==> config.mk <==
export PLATFORM = sky130hd
export DESIGN_NAME = alu6_core
export DESIGN_NICKNAME = d
export VERILOG_FILES = /design/src/rtl/alu6_pkg.sv /design/src/rtl/alu6_addsub.sv /design/src/rtl/alu6_bitwise.sv /design/src/rtl/alu6_core.sv
export SDC_FILE = /design/constraint.sdc
export NUM_CORES = 1
export LEC_CHECK = 0
export BUFFER_PORTS_ARGS = -buffer_cell sky130_fd_sc_hd__buf_2
export CORE_MARGIN = 10
export CORE_UTILIZATION = 25
export DETAILED_ROUTE_END_ITERATION = 8
export SETUP_SLACK_MARGIN = 0.3
export SYNTH_ARGS = -nofsm -noshare
export SYNTH_HDL_FRONTEND = slang
export SYNTH_SLANG_ARGS = --single-unit
==> constraint.sdc <==
create_clock -name vclk -period 4.18
set_input_delay 0.209 -clock vclk [all_inputs]
set_output_delay 0.209 -clock vclk [all_outputs]
set_load 0.03 [all_outputs]
==> src/rtl/alu6_pkg.sv <==
package alu6_pkg;

    localparam int unsigned OP_W = 3;

    typedef enum logic [OP_W-1:0] {
        OP_ADD   = 3'b000,
        OP_SUB   = 3'b001,
        OP_AND   = 3'b010,
        OP_OR    = 3'b011,
        OP_DEC   = 3'b100,
        OP_SLT   = 3'b101,
        OP_SPR6  = 3'b110,
        OP_SPR7  = 3'b111
    } alu_op_e;

endpackage

==> src/rtl/alu6_addsub.sv <==
// Shared adder: subtract is A + ~B + 1. The carry out (1 = no borrow)
// also feeds the unsigned less-than result.
module alu6_addsub #(
    parameter int unsigned WIDTH = 16
) (
    input  logic [WIDTH-1:0] a_i,
    input  logic [WIDTH-1:0] b_i,
    input  logic             sub_i,
    output logic [WIDTH-1:0] sum_o,
    output logic             carry_o
);

    localparam int unsigned EXT_W = WIDTH + 1;

    logic [WIDTH-1:0] b_eff;
    logic [EXT_W-1:0] full;

    always_comb begin
        b_eff = b_i ^ {WIDTH{sub_i}};
        full  = {1'b0, a_i} + {1'b0, b_eff} + {{WIDTH{1'b0}}, sub_i};
    end

    assign sum_o   = full[WIDTH-1:0];
    assign carry_o = full[EXT_W-1];

endmodule

==> src/rtl/alu6_bitwise.sv <==
// Bitwise functions and the one-hot decode of the low bits of A.
module alu6_bitwise #(
    parameter int unsigned WIDTH = 16
) (
    input  logic [WIDTH-1:0] a_i,
    input  logic [WIDTH-1:0] b_i,
    output logic [WIDTH-1:0] and_o,
    output logic [WIDTH-1:0] or_o,
    output logic [WIDTH-1:0] dec_o
);

    localparam int unsigned IDX_W = $clog2(WIDTH);

    logic [IDX_W-1:0] idx;
    assign idx = a_i[IDX_W-1:0];

    assign and_o = a_i & b_i;
    assign or_o  = a_i | b_i;

    // One comparator per result bit.
    for (genvar g = 0; g < WIDTH; g++) begin : g_dec
        assign dec_o[g] = (idx == IDX_W'(g));
    end

endmodule

==> src/rtl/alu6_core.sv <==
module alu6_core
    import alu6_pkg::*;
#(
    parameter int unsigned WIDTH = 16
) (
    input  logic [OP_W-1:0]  op_i,
    input  logic [WIDTH-1:0] a_i,
    input  logic [WIDTH-1:0] b_i,
    output logic [WIDTH-1:0] result_o,
    output logic             zero_o
);

    alu_op_e          op;
    logic             use_sub;
    logic [WIDTH-1:0] sum;
    logic             carry;
    logic [WIDTH-1:0] and_w;
    logic [WIDTH-1:0] or_w;
    logic [WIDTH-1:0] dec_w;
    logic [WIDTH-1:0] res;

    assign op = alu_op_e'(op_i);

    // Subtract and set-on-less share the adder in its inverting form.
    assign use_sub = (op == OP_SUB) || (op == OP_SLT);

    alu6_addsub #(.WIDTH(WIDTH)) u_addsub (
        .a_i     (a_i),
        .b_i     (b_i),
        .sub_i   (use_sub),
        .sum_o   (sum),
        .carry_o (carry)
    );

    alu6_bitwise #(.WIDTH(WIDTH)) u_bitwise (
        .a_i   (a_i),
        .b_i   (b_i),
        .and_o (and_w),
        .or_o  (or_w),
        .dec_o (dec_w)
    );

    always_comb begin
        unique case (op)
            OP_ADD,
            OP_SUB:  res = sum;
            OP_AND:  res = and_w;
            OP_OR:   res = or_w;
            OP_DEC:  res = dec_w;
            OP_SLT:  res = {{(WIDTH-1){1'b0}}, ~carry};
            OP_SPR6,
            OP_SPR7: res = '0;
            default: res = '0;
        endcase
    end

    assign result_o = res;
    assign zero_o   = ~|res;

endmodule

After elaboration in Yosys (flattened, before gate mapping)
Index checks and enable logic that the tools add are counted.

storage, ports and cells
  register bits after elaboration = 0
  input port bits = 35
  output and inout bits = 17
  word-level logic and storage cells = 36

operators by class
  add/sub/neg operators = 2
  equality and inequality tests = 22
  multiplexer cells = 1
  bitwise logic cells = 4
  reductions and logical operators = 7

operators with widths
  kind                                                                    count
  16-bit case mux with 6 select lines                                     1
  4-bit equality test (second input constant)                             8
  16-bit by 16-bit adder with 17-bit output                               1
  17-bit by 1-bit adder with 17-bit output                                1
  16-bit AND                                                              1
  4-bit by 3-bit equality test with 1-bit output (second input constant)  4
  16-bit bitwise OR                                                       1
  16-bit OR reduction                                                     1
  16-bit bitwise XOR                                                      1
  3-bit equality test (second input constant)                             4
  4-bit by 2-bit equality test with 1-bit output (second input constant)  2
  3-bit by 2-bit equality test with 1-bit output (second input constant)  2
  4-bit by 1-bit equality test with 1-bit output (second input constant)  1
  4-bit logical NOT                                                       1
  2-bit OR reduction                                                      2
  3-bit by 1-bit equality test with 1-bit output (second input constant)  1
  3-bit logical NOT                                                       1
  1-bit logical NOT                                                       1
  1-bit logical OR                                                        1
  1-bit NOT                                                               1

Depth between registers and ports, before layout
Gate-level depths: netlist of run 1.

  word-level depth = 9
  mapped depth = 15
  gate-level depth less buffers = 13

Hierarchy
A second synthesis of run 1 with hierarchy kept.

unflattened totals
  cells, all modules = 317
  area total of the unflattened synthesis = 2145.8 um^2

by module, submodules not included
  module        instances  cells an instance  area each (um^2)  seq. area each (um^2)
  alu6_addsub   1          122                919.6             0.0
  alu6_core     1          143                774.5             0.0
  alu6_bitwise  1          52                 451.7             0.0

Worst setup path before layout of run 1
Ideal clock, no wire load.

  kind = input-to-output
  start point = in op_i[0]
  end point = out zero_o
  data arrival time = 4.614 ns
  data required time = 3.971 ns
  setup slack = -0.643 ns
  stages on the path = 14
  buffers on the path = 3
  cell sequence = clkbuf_1 clkbuf_1 nand2_1 clkbuf_1 xnor2_1 ha_1 or3_4 o32ai_2 o21ai_2 o31ai_4 xnor2_1 a21boi_0 or4_1 nor4b_2

on the way
  elaborated cells on any way between the ends = 18
  those cells by class = add/sub (2); eq/ne (7); mux (1); bitwise (2); reduce/logical (6)

RTL lines
  item                                                                                   RTL line                          source
  start, declared                                                                        alu6_core.sv:6                    input logic [OP_W-1:0] op_i,
  3-bit by 1-bit equality test with 1-bit output or 3-bit equality test (tied branches)  alu6_core.sv:25, alu6_core.sv:44
  1-bit logical OR                                                                       alu6_core.sv:25                   assign use_sub = (op == OP_SUB) || (op == OP_SLT);
  16-bit bitwise XOR                                                                     alu6_addsub.sv:19                 b_eff = b_i ^ {WIDTH{sub_i}};
  16-bit by 16-bit adder with 17-bit output                                              alu6_addsub.sv:20                 full = {1'b0, a_i} + {1'b0, b_eff} + {{WIDTH{1'b0}}, sub_i};
  17-bit by 1-bit adder with 17-bit output                                               alu6_addsub.sv:20
  16-bit case mux with 6 select lines (*)                                                alu6_core.sv:44                   unique case (op)
  named net result_o[11]                                                                 alu6_core.sv:9                    output logic [WIDTH-1:0] result_o,
  16-bit OR reduction (*)                                                                alu6_core.sv:58                   assign zero_o = ~|res;
  1-bit logical NOT (*)                                                                  alu6_core.sv:58
  end, declared                                                                          alu6_core.sv:10                   output logic zero_o

Mark *: on every way through the listed nets, which the timed path passes. The rest lies on a longest branch.

Worst setup path after layout of run 1
  start point = in op_i[1]
  end point = out zero_o

on the way
  word-level cells in the longest chain between the ends = 9
  elaborated cells on any way between the ends = 18
  those cells by class = add/sub (2); eq/ne (7); mux (1); bitwise (2); reduce/logical (6)

ends and longest elaborated chain
  item                                                                                   RTL line                          source
  3-bit by 1-bit equality test with 1-bit output or 3-bit equality test (tied branches)  alu6_core.sv:25, alu6_core.sv:44
  1-bit logical OR                                                                       alu6_core.sv:25
  16-bit bitwise XOR                                                                     alu6_addsub.sv:19
  16-bit by 16-bit adder with 17-bit output                                              alu6_addsub.sv:20
  17-bit by 1-bit adder with 17-bit output                                               alu6_addsub.sv:20
  1-bit NOT                                                                              alu6_core.sv:50                   OP_SLT: res = {{(WIDTH-1){1'b0}}, ~carry};
  16-bit case mux with 6 select lines (*)                                                alu6_core.sv:44
  16-bit OR reduction (*)                                                                alu6_core.sv:58
  1-bit logical NOT (*)                                                                  alu6_core.sv:58

Mark *: on every way between the ends. The rest lies on a longest branch, timed or not.

==> results.toml, run 1 <==
[synthesis]
syn_nets = 281
synth_compound_area_share_pct = 38.19
synthesis.area_mm2 = 0.001615
muxShareOfSynthArea_pct = 0
syn_avg_cell_area_um2 = 7.085
seq_area_frac_synth_pct = 0
synth.yosys.warnings = 0
synth.distinct_cells = 50
synth_top_area_share_pct = 13.17
synthCells = 228
synth_area_in_simple_gates_pct = 21.30
ys_top_cells_by_count = "sky130_fd_sc_hd__o21ai_0, sky130_fd_sc_hd__xnor2_1, sky130_fd_sc_hd__a21oi_1, sky130_fd_sc_hd__ha_1, sky130_fd_sc_hd__nor2_1"
largest_cells_by_area_after_synthesis = "sky130_fd_sc_hd__ha_1, sky130_fd_sc_hd__xnor2_1, sky130_fd_sc_hd__o21ai_0"
synth-xor-area-share_pct = 13.56
synthAdderAreaFrac_pct = 21.84
combinational_family_with_the_most_area_after_synthesis = "compound AO/OA/AOI/OAI gates"
most_common_cell_in_the_netlist = "sky130_fd_sc_hd__o21ai_0"
yosysTopAreaCell = "sky130_fd_sc_hd__ha_1"

[final_layout]
design.seq.count = 0
number_of_standard_cells_in_the_layout_taps_in_and_fillers_out = 358
final_net_count = 336
n_clock_buffer = 0
fin_area_mm2 = 0.002095
multiInputGateArea_mm2 = 0.001594
n_antenna_cell = 0
seq_area_um2 = 0
layout-drive-gt1-share_pct = 30.60
filler_cell_count = 707
synthToLayoutAreaGrowth_pct = 29.67
fin_util_pct = 33.17

[floorplanning]
ioPinCount = 52
std_cell_rows = 29
dieWidth_um = 100.4
start_util_pct = 25.58
coreArea_mm2 = 0.006314
fp.dieH_um = 100.4
die_area_mm2 = 0.01008

[timing]
finalHoldWorstSlack_ns = 0.9528
post-route-period-util_pct = 89.93
setup_total_neg_slack_ns = 0
fin_crit_ns = 3.759
finalSetupViolCount = 0
max-slew-margin-rel_pct = 59.77
slew_at_the_pin_with_the_worst_max_slew_slack_ns = 0.5950
max_freq_mhz = 266.0
finalWorstSetupSlack_ns = 0.4211
slew_viol_final = 0
rsz0062_at_grt = "no"
number_of_endpoints_with_negative_hold_slack_in_the_final_report = 0

[worst_setup_path]
cpPeakStageDelay_ns = 0.45
startpoint_type = "input port"
critical_path_class = "in -> out"
required_ns = 3.97
crit_fanout = 12
data_arrival_time_of_the_worst_path_ns = 3.55
worstSetupEndpointType = "output port"
cp_cell_sequence = "clkbuf_4, inv_2, nand2_4, buf_4, xnor2_1, ha_2, or3_4, o32ai_4, o21ai_2, o31ai_4, o221ai_2, a31o_4, or4_1, nor4b_4, buf_6"
crit_path_top_delay_cell = "sky130_fd_sc_hd__or4_1"

[grt]
grt_overflow = 0
first_global_vias = 1881
grt.total_usage_pct = 10.65
grt_antenna_before_repair = 0
pin_count_of_the_biggest_net_entering_global_routing = 24
wire_length_of_the_first_global_routing_pass_um = 9197

[place]
dp.cells = 350
port_buffers = 52
dp_slack_ns = 0.1831
place_congestion = 0.9224
placed_cell_area_mm2 = 0.001993
detailedPlacementHpwl_um = 4810

[power_and_ir_drop]
vdd_ir_drop_max_v = 0.00006576
p_leak_nw = 0.8555
design_power_total_mw = 0.3835
power.density_mw_per_mm2 = 183.1

[drt]
route.detailed.wl_per_inst_um = 16.58
routed_via_count_divided_by_cell_count = 5.411
drt_first_iter_violations = 108
antenna_viol_nets_final = 0
detail_route.drc_violations = 0
dr_total_vias = 1937
detailedRoute.firstPassIterationCount = 4
route.final.wire_length_um = 5935

[run_status]
outcome = "completed"

[min_path]
timing.hold.worst.class = "in -> out"

[flow_run]
max_capacitance_violation_count = 0
[final cells by class]
| type | count | share of cell area [%] |
|---|---|---|
| inverter | 11 | 1.971 |
| multi-input combinational | 206 | 76.11 |
| tap | 77 | 4.600 |
| timing repair buffer | 64 | 17.32 |
[metal layers]
| metal | routed length (µm) | track usage (%) | vias to the layer above |
|---|---|---|---|
| met5 | 0 | 0 | - |
| li1 | - | - | 981 |
| met2 | 2806 | 18.20 | 63 |
| met1 | 2706 | 14.01 | 885 |
| met4 | 89 | 1.630 | 0 |
| met3 | 333 | 1.442 | 8 |
[timing repair]
action | in CTS | in global routing
buffers inserted | 0 | 8
setup endpoints to repair | 1 | 1
gates resized for setup | 2 | 11
pin swaps | 0 | 6
hold buffers | 0 | 0
[worst max-delay path, delay by kind of cell]
kind,cells,cell delay [ns]
and+or+nand+nor,4,1.23
AOI/OAI and AO/OA,5,1.15
buffers and inverters,4,0.60
adders and majority gates,1,0.23
xor gates and xnor gates,1,0.12
[where the power goes]
group	leakage, nW	internal, mW	switching, mW
Combinational	0.856	0.157	0.227
Clock	0	0	0
Sequential	0	0	0
Total	0.856	0.157	0.227
[layout by cell type (no fill, tap or decap), drive strengths merged, types with 3 or more instances in the layout]
cell | synthesis | final
nand3 | 6 | 6
xor2 | 5 | 5
nor3 | 5 | 5
a2bb2oi | 3 | 3
nand4 | 4 | 4
a21oi | 17 | 17
a31oi | 4 | 4
ha | 17 | 17
nand2 | 11 | 11
buf | 0 | 63
xnor2 | 20 | 20
and3 | 3 | 3
maj3 | 12 | 12
inv | 11 | 11
a31o | 3 | 3
a21boi | 6 | 6
o21a | 4 | 4
nor2 | 15 | 15
nor4 | 5 | 5
nand2b | 4 | 4
o21ai | 28 | 28
[kinds of logic after synthesis]
kind of cell             Yosys count
AO/OA/AOI/OAI                     88
AND/OR/NAND/NOR                   63
adder cells (fa/ha/maj)           30
XOR/XNOR                          25
buffers and inverters             22
[final timing paths]
path,start,cells past startpoint,end
worst min-delay path,a_i[1],4,result_o[2]
worst max-delay path,op_i[1],15,zero_o
Note: power is estimated with default switching activity, not from simulation.
==> inputs of run 2 (changes only) <==
Settings changed: CAP_MARGIN set to 20, PLACE_DENSITY set to 0.47.
==> results.toml, run 2 (synthesis results as in run 1) <==
[grt]
grt.total_usage_pct = 11.42
grt_antenna_before_repair = 0
pin_count_of_the_biggest_net_entering_global_routing = 24
wire_length_of_the_first_global_routing_pass_um = 9798
first_global_vias = 1894
grt_overflow = 0

[floorplanning]
dieWidth_um = 100.4
fp.dieH_um = 100.4
coreArea_mm2 = 0.006314
start_util_pct = 25.58
die_area_mm2 = 0.01008
ioPinCount = 52
std_cell_rows = 29

[final_layout]
final_net_count = 332
synthToLayoutAreaGrowth_pct = 28.89
multiInputGateArea_mm2 = 0.001615
layout-drive-gt1-share_pct = 30.32
seq_area_um2 = 0
final_cell_mix = "sky130_fd_sc_hd__buf_2, sky130_fd_sc_hd__o21ai_0, sky130_fd_sc_hd__xnor2_1"
n_antenna_cell = 0
filler_cell_count = 728
n_clock_buffer = 0
design.seq.count = 0
mostFrequentLayoutCell = "sky130_fd_sc_hd__buf_2"

[place]
detailedPlacementHpwl_um = 4943
port_buffers = 52
place_congestion = 0.8442

[timing]
slew_at_the_pin_with_the_worst_max_slew_slack_ns = 0.6155
post-route-period-util_pct = 88.62
finalHoldWorstSlack_ns = 0.9744
max_freq_mhz = 270.0
fin_crit_ns = 3.704
number_of_endpoints_with_negative_hold_slack_in_the_final_report = 0
setup_total_neg_slack_ns = 0
rsz0062_at_grt = "no"
max-slew-margin-rel_pct = 58.39
finalSetupViolCount = 0
slew_viol_final = 0

[drt]
detailedRoute.firstPassIterationCount = 4
route.detailed.wl_per_inst_um = 17.44
dr_total_vias = 1915
routed_via_count_divided_by_cell_count = 5.410
drt_first_iter_violations = 54
route.final.wire_length_um = 6174
antenna_viol_nets_final = 0
detail_route.drc_violations = 0

[flow_run]
max_capacitance_violation_count = 0

[worst_setup_path]
crit_fanout = 12
critPathLaunch = "op_i[1]"
required_ns = 3.97
critical_path_class = "in -> out"
startpoint_type = "input port"
worstSetupEndpointType = "output port"
data_arrival_time_of_the_worst_path_ns = 3.50

[min_path]
hp-start = "a_i[1]"
timing.hold.worst.class = "in -> out"

[power_and_ir_drop]
vdd_ir_drop_max_v = 0.00007043
p_leak_nw = 0.8487
power.density_mw_per_mm2 = 184.0

[run_status]
outcome = "completed"
## run 2: cell count changes in the layout (fill, tap and decap cells not counted), sizes merged
cell,delta
buf,-4
## run 2: final timing paths
path                      end  cells past startpoint
setup / recovery       zero_o                     15
hold / removal    result_o[2]                      4
## run 2: timing repair
item | CTS | global route
endpoints found under the setup margin | 1 | 1
buffers inserted | 2 | 2
resized for setup | 2 | 15
pin swaps | 1 | 6
hold buffers | 0 | 0
## run 2: final cells by class
| cell class | count | area share [%] |
|---|---|---|
| timing repair buffer | 60 | 15.81 |
| multi-input combinational | 206 | 77.58 |
| inverter | 11 | 1.983 |
| tap | 77 | 4.627 |
## run 2: where the power goes
| group | internal (mW) | switching, mW | total [mW] | leakage (nW) |
|---|---|---|---|---|
| Combinational | 0.154 | 0.229 | 0.383 | 0.849 |
| Sequential | 0 | 0 | 0 | 0 |
| Clock | 0 | 0 | 0 | 0 |
| Total | 0.154 | 0.229 | 0.383 | 0.849 |
## run 2: critical path, cell delays in order
cell,delay (ns)
sky130_fd_sc_hd__clkbuf_4,0.18
sky130_fd_sc_hd__inv_2,0.10
sky130_fd_sc_hd__nand2_4,0.11
sky130_fd_sc_hd__buf_4,0.18
sky130_fd_sc_hd__xnor2_1,0.12
sky130_fd_sc_hd__ha_1,0.33
sky130_fd_sc_hd__a21o_1,0.24
sky130_fd_sc_hd__a221oi_4,0.38
sky130_fd_sc_hd__o21ai_4,0.13
sky130_fd_sc_hd__xnor2_1,0.15
sky130_fd_sc_hd__a21boi_1,0.12
sky130_fd_sc_hd__or4b_4,0.55
sky130_fd_sc_hd__nor4_4,0.29
sky130_fd_sc_hd__nor4b_4,0.25
sky130_fd_sc_hd__buf_6,0.17
## run 2: layer usage
layer | track usage (%) | wire length [µm] | vias up
met2 | 20.52 | 3081 | 40
li1 | - | - | 977
met5 | 0 | 0 | -
met4 | 0.5435 | 0 | 0
met3 | 1.236 | 240 | 0
met1 | 14.84 | 2851 | 898
## run 2: per-stage QoR
step / instances / power (mW) / utilization (%) / setup WS [ns] / instance area (µm²)
2_1_floorplan: 228 / 0.2675 / - / 0.3114 / 1663
3_3_place_gp: 350 / 0.3698 / 31.57 / 0.2304 / 1993
3_5_place_dp: 350 / 0.3641 / 31.57 / 0.1264 / 1993
4_1_cts: 352 / 0.3698 / 31.97 / 0.3277 / 2018
5_1_grt: 354 / 0.4198 / 32.98 / 0.2742 / 2082
6_report: 354 / 0.3831 / 32.98 / 0.4758 / 2082
